==> config.mk <==
export PLATFORM = sky130hd
export DESIGN_NAME = dual_port_ctrl
export DESIGN_NICKNAME = d
export VERILOG_FILES = /design/src/rtl/ppc_pkg.sv /design/src/rtl/ppc_sync.sv /design/src/rtl/ppc_regs.sv /design/src/rtl/ppc_pin_cell.sv /design/src/rtl/dual_port_ctrl.sv
export SDC_FILE = /design/constraint.sdc
export NUM_CORES = 1
export LEC_CHECK = 0
export ABC_AREA = 1
export BUFFER_PORTS_ARGS = -buffer_cell sky130_fd_sc_hd__clkbuf_2
export CORE_ASPECT_RATIO = 0.7
export CORE_UTILIZATION = 30
export CTS_BUF_LIST = sky130_fd_sc_hd__clkbuf_4 sky130_fd_sc_hd__clkbuf_8
export DETAILED_ROUTE_END_ITERATION = 8
export PLACE_DENSITY = 0.54
export RECOVER_POWER = 25
export SLEW_MARGIN = 20
export SYNTH_ARGS = -nofsm -noshare
export SYNTH_HDL_FRONTEND = slang
export SYNTH_SLANG_ARGS = --single-unit
==> constraint.sdc <==
create_clock -name clk_i -period 1.66 [get_ports clk_i]
set_input_delay 0.332 -clock clk_i [delete_from_list [all_inputs] [get_ports clk_i]]
set_output_delay 0.332 -clock clk_i [all_outputs]
set_load 0.01 [all_outputs]
==> src/rtl/ppc_pkg.sv <==
package ppc_pkg;
  typedef enum logic [1:0] {
    SEL_NONE = 2'd0,
    SEL_FUNC = 2'd1,
    SEL_DIR  = 2'd2,
    SEL_DATA = 2'd3
  } reg_sel_e;
endpackage

==> src/rtl/ppc_sync.sv <==
module ppc_sync #(
  parameter int W = 9
) (
  input  logic         clk_i,
  input  logic         rst_ni,
  input  logic [W-1:0] d_i,
  output logic [W-1:0] q_o
);
  logic [W-1:0] meta_q, sync_q;
  logic [1:0]   warm_q;

  always_ff @(posedge clk_i or negedge rst_ni) begin
    if (!rst_ni) begin
      meta_q <= '0;
      sync_q <= '0;
      warm_q <= '0;
    end else begin
      meta_q <= d_i;
      sync_q <= meta_q;
      if (warm_q != 2'd2) warm_q <= warm_q + 2'd1;
    end
  end

  assign q_o = sync_q;

  assert_sync_delay_R6: assert property (@(posedge clk_i) disable iff (!rst_ni)
    (warm_q == 2'd2) |-> (q_o == $past(d_i, 2)));
endmodule

==> src/rtl/ppc_regs.sv <==
module ppc_regs
  import ppc_pkg::*;
#(
  parameter int          NPINS     = 9,
  parameter int          AW        = 16,
  parameter int          DW        = 24,
  parameter logic [15:0] FUNC_ADDR = 16'hFFE1,
  parameter logic [15:0] DIR_ADDR  = 16'hFFE3,
  parameter logic [15:0] DATA_ADDR = 16'hFFE5
) (
  input  logic             clk_i,
  input  logic             rst_ni,
  input  logic             sel_i,
  input  logic             we_i,
  input  logic [AW-1:0]    addr_i,
  input  logic [DW-1:0]    wdata_i,
  output logic [DW-1:0]    rdata_o,
  input  logic [NPINS-1:0] pin_lvl_i,
  output logic [NPINS-1:0] func_o,
  output logic [NPINS-1:0] dir_o,
  output logic [NPINS-1:0] out_o
);
  localparam int PAD = DW - NPINS;

  reg_sel_e            dec;
  logic [NPINS-1:0]    func_q, dir_q, out_q;
  logic [NPINS-1:0]    rd_mux;
  logic [DW-1:0]       rdata_q;

  always_comb begin
    if (addr_i == AW'(FUNC_ADDR))      dec = SEL_FUNC;
    else if (addr_i == AW'(DIR_ADDR))  dec = SEL_DIR;
    else if (addr_i == AW'(DATA_ADDR)) dec = SEL_DATA;
    else                               dec = SEL_NONE;
  end

  always_comb begin
    unique case (dec)
      SEL_FUNC: rd_mux = func_q;
      SEL_DIR:  rd_mux = dir_q;
      SEL_DATA: rd_mux = pin_lvl_i;
      default:  rd_mux = '0;
    endcase
  end

  always_ff @(posedge clk_i or negedge rst_ni) begin
    if (!rst_ni) begin
      func_q  <= '0;
      dir_q   <= '0;
      out_q   <= '0;
      rdata_q <= '0;
    end else if (sel_i) begin
      if (we_i) begin
        if (dec == SEL_FUNC) func_q <= wdata_i[NPINS-1:0];
        if (dec == SEL_DIR)  dir_q  <= wdata_i[NPINS-1:0];
        if (dec == SEL_DATA) out_q  <= wdata_i[NPINS-1:0];
      end else begin
        rdata_q <= {{PAD{1'b0}}, rd_mux};
      end
    end
  end

  assign rdata_o = rdata_q;
  assign func_o  = func_q;
  assign dir_o   = dir_q;
  assign out_o   = out_q;

  assert_func_write_R2: assert property (@(posedge clk_i) disable iff (!rst_ni)
    (sel_i && we_i && addr_i == AW'(FUNC_ADDR)) |=> (func_o == $past(wdata_i[NPINS-1:0])));

  assert_unmapped_write_R8: assert property (@(posedge clk_i) disable iff (!rst_ni)
    (sel_i && we_i && dec == SEL_NONE) |=> ($stable(func_o) && $stable(dir_o) && $stable(out_o)));

  assert_rdata_hold_R9: assert property (@(posedge clk_i) disable iff (!rst_ni)
    !(sel_i && !we_i) |=> $stable(rdata_o));
endmodule

==> src/rtl/ppc_pin_cell.sv <==
module ppc_pin_cell (
  input  logic func_i,
  input  logic dir_i,
  input  logic out_i,
  input  logic lvl_i,
  input  logic per_out_i,
  input  logic per_oe_i,
  output logic pad_o,
  output logic pad_oe_o,
  output logic per_in_o
);
  // func_i = 1: peripheral owns the pin
  assign pad_o    = func_i ? per_out_i : out_i;
  assign pad_oe_o = func_i ? per_oe_i  : dir_i;
  assign per_in_o = func_i & lvl_i;
endmodule

==> src/rtl/dual_port_ctrl.sv <==
module dual_port_ctrl #(
  parameter int NPINS = 9,
  parameter int AW    = 16,
  parameter int DW    = 24
) (
  input  logic             clk_i,
  input  logic             rst_ni,
  input  logic             bus_sel_i,
  input  logic             bus_we_i,
  input  logic [AW-1:0]    bus_addr_i,
  input  logic [DW-1:0]    bus_wdata_i,
  output logic [DW-1:0]    bus_rdata_o,
  input  logic [NPINS-1:0] pad_i,
  output logic [NPINS-1:0] pad_o,
  output logic [NPINS-1:0] pad_oe_o,
  input  logic [NPINS-1:0] per_out_i,
  input  logic [NPINS-1:0] per_oe_i,
  output logic [NPINS-1:0] per_in_o
);
  logic [NPINS-1:0] lvl, func, dir, outr;

  ppc_sync #(.W(NPINS)) u_sync (
    .clk_i(clk_i), .rst_ni(rst_ni), .d_i(pad_i), .q_o(lvl)
  );

  ppc_regs #(.NPINS(NPINS), .AW(AW), .DW(DW)) u_regs (
    .clk_i(clk_i), .rst_ni(rst_ni),
    .sel_i(bus_sel_i), .we_i(bus_we_i), .addr_i(bus_addr_i),
    .wdata_i(bus_wdata_i), .rdata_o(bus_rdata_o),
    .pin_lvl_i(lvl), .func_o(func), .dir_o(dir), .out_o(outr)
  );

  for (genvar i = 0; i < NPINS; i++) begin : g_pin
    ppc_pin_cell u_cell (
      .func_i(func[i]), .dir_i(dir[i]), .out_i(outr[i]), .lvl_i(lvl[i]),
      .per_out_i(per_out_i[i]), .per_oe_i(per_oe_i[i]),
      .pad_o(pad_o[i]), .pad_oe_o(pad_oe_o[i]), .per_in_o(per_in_o[i])
    );
  end

  assert_per_owns_R5: assert property (@(posedge clk_i) disable iff (!rst_ni)
    ((pad_o & func) == (per_out_i & func)) && ((pad_oe_o & func) == (per_oe_i & func)));

  assert_gpio_quiet_R6: assert property (@(posedge clk_i) disable iff (!rst_ni)
    (per_in_o & ~func) == '0);
endmodule

== Word-level counts from Yosys, hierarchy flattened ==
Index checks and enable logic that the tools add are counted.

* Register bits after elaboration: 54
* Input bits: 71
* Output and inout bits: 51
* Logic and storage cells: 48

* Eq/ne operators: 6
* Muxes and demuxes: 22
* Bitwise gates (word level): 10
* Reductions and logical operators: 4

{| class="wikitable"
|+ Operators by type and width
! kind !! number
|-
| $eq 16x16->1 const B || 3
|-
| $pmux 9 s3 || 1
|-
| $mux 1 || 18
|-
| $and 1x1->1 || 9
|-
| $reduce_and 3->1 || 3
|-
| $mux 2 || 3
|-
| $eq 2x2->1 const B || 2
|-
| $eq 2x1->1 const B || 1
|-
| $reduce_and 2->1 || 1
|-
| $not 1->1 || 1
|}

== Depth between registers and ports, before layout ==
* Depth in word-level cells: 6
* Mapped depth: 10
* Gate-level depth less buffers: 8

== Cells and area by module ==
Synthesis repeated with hierarchy kept, for this count alone.

* Cell total of the unflattened synthesis: 320
* Area, all modules: 2788.9 µm²

{| class="wikitable"
|+ Modules (own cells, without submodules)
! module !! instances !! cells each !! area an instance (µm²) !! seq. area each (µm²)
|-
| ppc_regs || 1 || 221 || 2034.5 || 900.9
|-
| ppc_sync || 1 || 18 || 450.4 || 450.4
|-
| ppc_pin_cell || 9 || 9 || 33.8 || 0.0
|}

== Worst setup path after synthesis ==
OpenSTA, ideal clock, no wires.

* Path kind: input to register
* Start: input bus_addr_i[5]
* End: register u_regs.func_q[8], in the netlist u_regs.func_o[8]
* Data arrival time: 1.201 ns
* Data required time: 1.543 ns
* Path slack: 0.343 ns
* Cell stages on the path: 8
* Buffers on the path: 1
* Path through: inv_1 > nor2_4 > nand2_4 > nor2_4 > nand3b_4 > buf_6 > nand2_2 > o21ai_2

* Cells in the longest elaborated chain, start to end: 6

{| class="wikitable"
|+ Ends and longest elaborated chain
! element !! RTL line !! RTL
|-
| start, declared || dual_port_ctrl.sv:10 || <nowiki>input logic [AW-1:0] bus_addr_i,</nowiki>
|-
| $eq 16x16->1 || ppc_regs.sv:33 || <nowiki>else if (addr_i == AW'(DATA_ADDR)) dec = SEL_DATA;</nowiki>
|-
| $mux 2 || ppc_regs.sv:33 ||
|-
| $mux 2 || ppc_regs.sv:32 || <nowiki>else if (addr_i == AW'(DIR_ADDR)) dec = SEL_DIR;</nowiki>
|-
| $mux 2 (*) || ppc_regs.sv:31 || <nowiki>if (addr_i == AW'(FUNC_ADDR)) dec = SEL_FUNC;</nowiki>
|-
| $eq 2x1->1 (*) || ppc_regs.sv:54 || <nowiki>if (dec == SEL_FUNC) func_q <= wdata_i[NPINS-1:0];</nowiki>
|-
| $reduce_and 3->1 (no line) (*) || - ||
|-
| end signal, assigned || ppc_regs.sv:54 ||
|-
| end, declared || ppc_regs.sv:26 || <nowiki>logic [NPINS-1:0] func_q, dir_q, out_q;</nowiki>
|}

Every way passes the cells marked *; elsewhere a longest branch is shown, timed or not.
A chain may end at the register's enable or synchronous reset.

== Final worst setup path ==
* Start: register u_regs.func_q[6], in the netlist u_regs.func_o[6]
* End: output pad_oe_o[6]

* Cells in the longest elaborated chain, start to end: 1

{| class="wikitable"
|+ Ends and longest elaborated chain
! element !! RTL line !! RTL
|-
| $mux 1 || ppc_pin_cell.sv:14 || <nowiki>assign pad_oe_o = func_i ? per_oe_i : dir_i;</nowiki>
|-
| end, declared || dual_port_ctrl.sv:15 || <nowiki>output logic [NPINS-1:0] pad_oe_o,</nowiki>
|}

No other way between the ends.

==> impl_metrics.toml <==
[run_status]
status = "complete, no violations"

[clock_tree]
post_cts_buffers = 0
cts_resized = 0
clk_pin_slew_ps = 100
cts_num_sinks = 54
htree_levels = 2
clkLatencyLatePin_ps = 310
cts_tree = "done"
hold_buffers = 0
cts_buffers = 5
clock_path_buffers = 2
cts_root_buffer = "clkbuf_8"

[timing]
period_share_pct = 90.10
worst_pin_slew_ps = 1321
layout_min_cycle_time_ps = 1496
hold_slack_ps = 118.7
fmax_mhz = 668.6
slew_headroom_pct = 11.94
final-hold-violation-count = 0
clock_skew_ps = 6.905
fin_setup_tns_ps = 0
maxSlewViolCount = 0
rsz0062_at_grt = "no"
setup_violations = 0

[final_layout]
final_cell_mix = "clkbuf_2, nand2_1, dfrtp_1"
syn_to_final_growth_pct = 15.55
fin_util_pct = 36.42
drive_above_1_share_pct = 32.93
antenna_cells = 0
final_nets = 483
mostFrequentLayoutCell = "clkbuf_2"

[die]
coreArea_mm2 = 0.009216
die_w_um = 119.6
fp-row-count = 29
pin_count = 122
initial_core_util_pct = 31.52
fp.dieH_um = 84.34
dieArea_mm2 = 0.01009

[global_route]
overflow = 0
grt_max_degree = 55
grt_usage_pct = 12.75
grt_pass1_wl_um = 10160
grt_antenna_before_repair = 0
grt_pass1_vias = 2161

[synth]
ys.warnings.count = 0
yosysSeqAreaShare_pct = 46.51
synth.area.top_cells = "dfrtp_1, nand2_1, buf_4, nand3_1, inv_1"
synthCells = 341
synth.cell_area_mm2 = 0.002905
async_flop_share_pct = 100.0
ys.flop_type = "dfrtp_1"
synth_seq_cells = 54
synth_top_area_share_pct = 46.51
yosysTopAreaCell = "dfrtp_1"
yosysUniqueCellTypes = 20
synth-edff-count = 0
avgSynthCellArea_um2 = 8.520

[placed_design]
hpwl_um = 4720
routabilityCongestion = 0.7566
io_buffer_count = 91

[worst_setup_path]
worstPathArrival_ps = 1160
r2r_start = "u_regs.func_o[6]"
cp_max_fo = 7
cp.required_ps = 1330
reg2reg_slack_ps = 780
cp-end-kind = "output port"
crit_type = "reg2out"
cp-startpoint = "u_regs.func_o[6]"
start_kind = "flip-flop"

[power]
p_leak_nw = 1.945
ir_drop_v = 0.0002882
p_per_area_mw_per_mm2 = 714.9

[routing]
avgViaCountPerCell = 4.123
firstDrtPassIters = 4
drtIter0Drc = 69
drc_errors = 0
wire_per_inst_um = 11.29
via_count = 2214
antenna_left = 0
wirelength_um = 6061

[hold_path]
worst_hold_startpoint = "pad_i[2]"
hold_class = "in2reg"

[flow_run]
max-cap-violations = 0
[cell usage after synthesis (3+ instances only)]
master,count
inv_2,3
buf_4,44
nand2_1,90
dfrtp_1,54
inv_1,43
buf_6,4
nand3_1,36
o21ai_0,18
nor2_8,4
nand2_4,3
o21ai_1,17
nor2_4,3
o21ai_2,10
nand2_2,4
[layer usage]
metal / global-route usage, % / share of wire [%]
met1: 17.00 / 48
met5: 0 / 0
met2: 20.91 / 45
met4: 2.727 / 0.51
met3: 3.193 / 6.4
[critical path: stages, from the launching register on]
cell	delay [ps]
dfrtp_1	480
o21ai_0	220
clkbuf_2	160
[state kept, by name, summed over array words and instances, names as in the netlist]
register and flops:
u_regs.out_o 9, u_sync.q_o 9, u_regs.func_o 9, u_regs.dir_o 9
u_sync.meta_q 9, u_regs.rdata_o 9
[cells by family after synthesis]
logic type	count (synthesis)	share of synthesized area [%]
buf+inv	95	18.99
compound gates	45	9.044
simple gates	146	25.32
other cells	1	0.1291
flops	54	46.51
[report_power, final]
group / leakage, nW / total (mW) / switching, mW / internal (mW)
Sequential: 0.619 / 1.35 / 0.00922 / 1.34
Combinational: 1.28 / 0.165 / 0.103 / 0.0621
Clock: 0.0504 / 0.889 / 0.440 / 0.449
[worst paths after layout]
check,cells past startpoint,to
max in group asynchronous,2,u_regs.out_o[1]
min in group asynchronous,2,u_sync.meta_q[6]
min,1,u_sync.meta_q[2]
min reg2reg,0,u_sync.q_o[6]
max reg2reg,4,u_regs.rdata_o[6]
max,2,pad_oe_o[6]
[area by class of cell]
type	instances	area, um2
fill	994	5859
multi-input combinational	206	1055
clock inverter	3	45.04
clock buffer	5	68.82
timing repair buffer	98	505.5
inverter	47	176.4
tap	124	155.1
sequential	54	1351
[per-stage QoR]
stage,setup slack (ps),cell area [um2],cells,power (mW)
after floorplan,342.5,2958,355,1.454
after global placement,165.3,3258,529,1.542
after detailed placement,163.1,3258,529,1.545
after CTS,148.6,3372,537,2.436
after global routing,37.52,3357,537,2.526
final,164.3,3357,537,2.400
No activity file was read; power rests on OpenSTA's default activity.
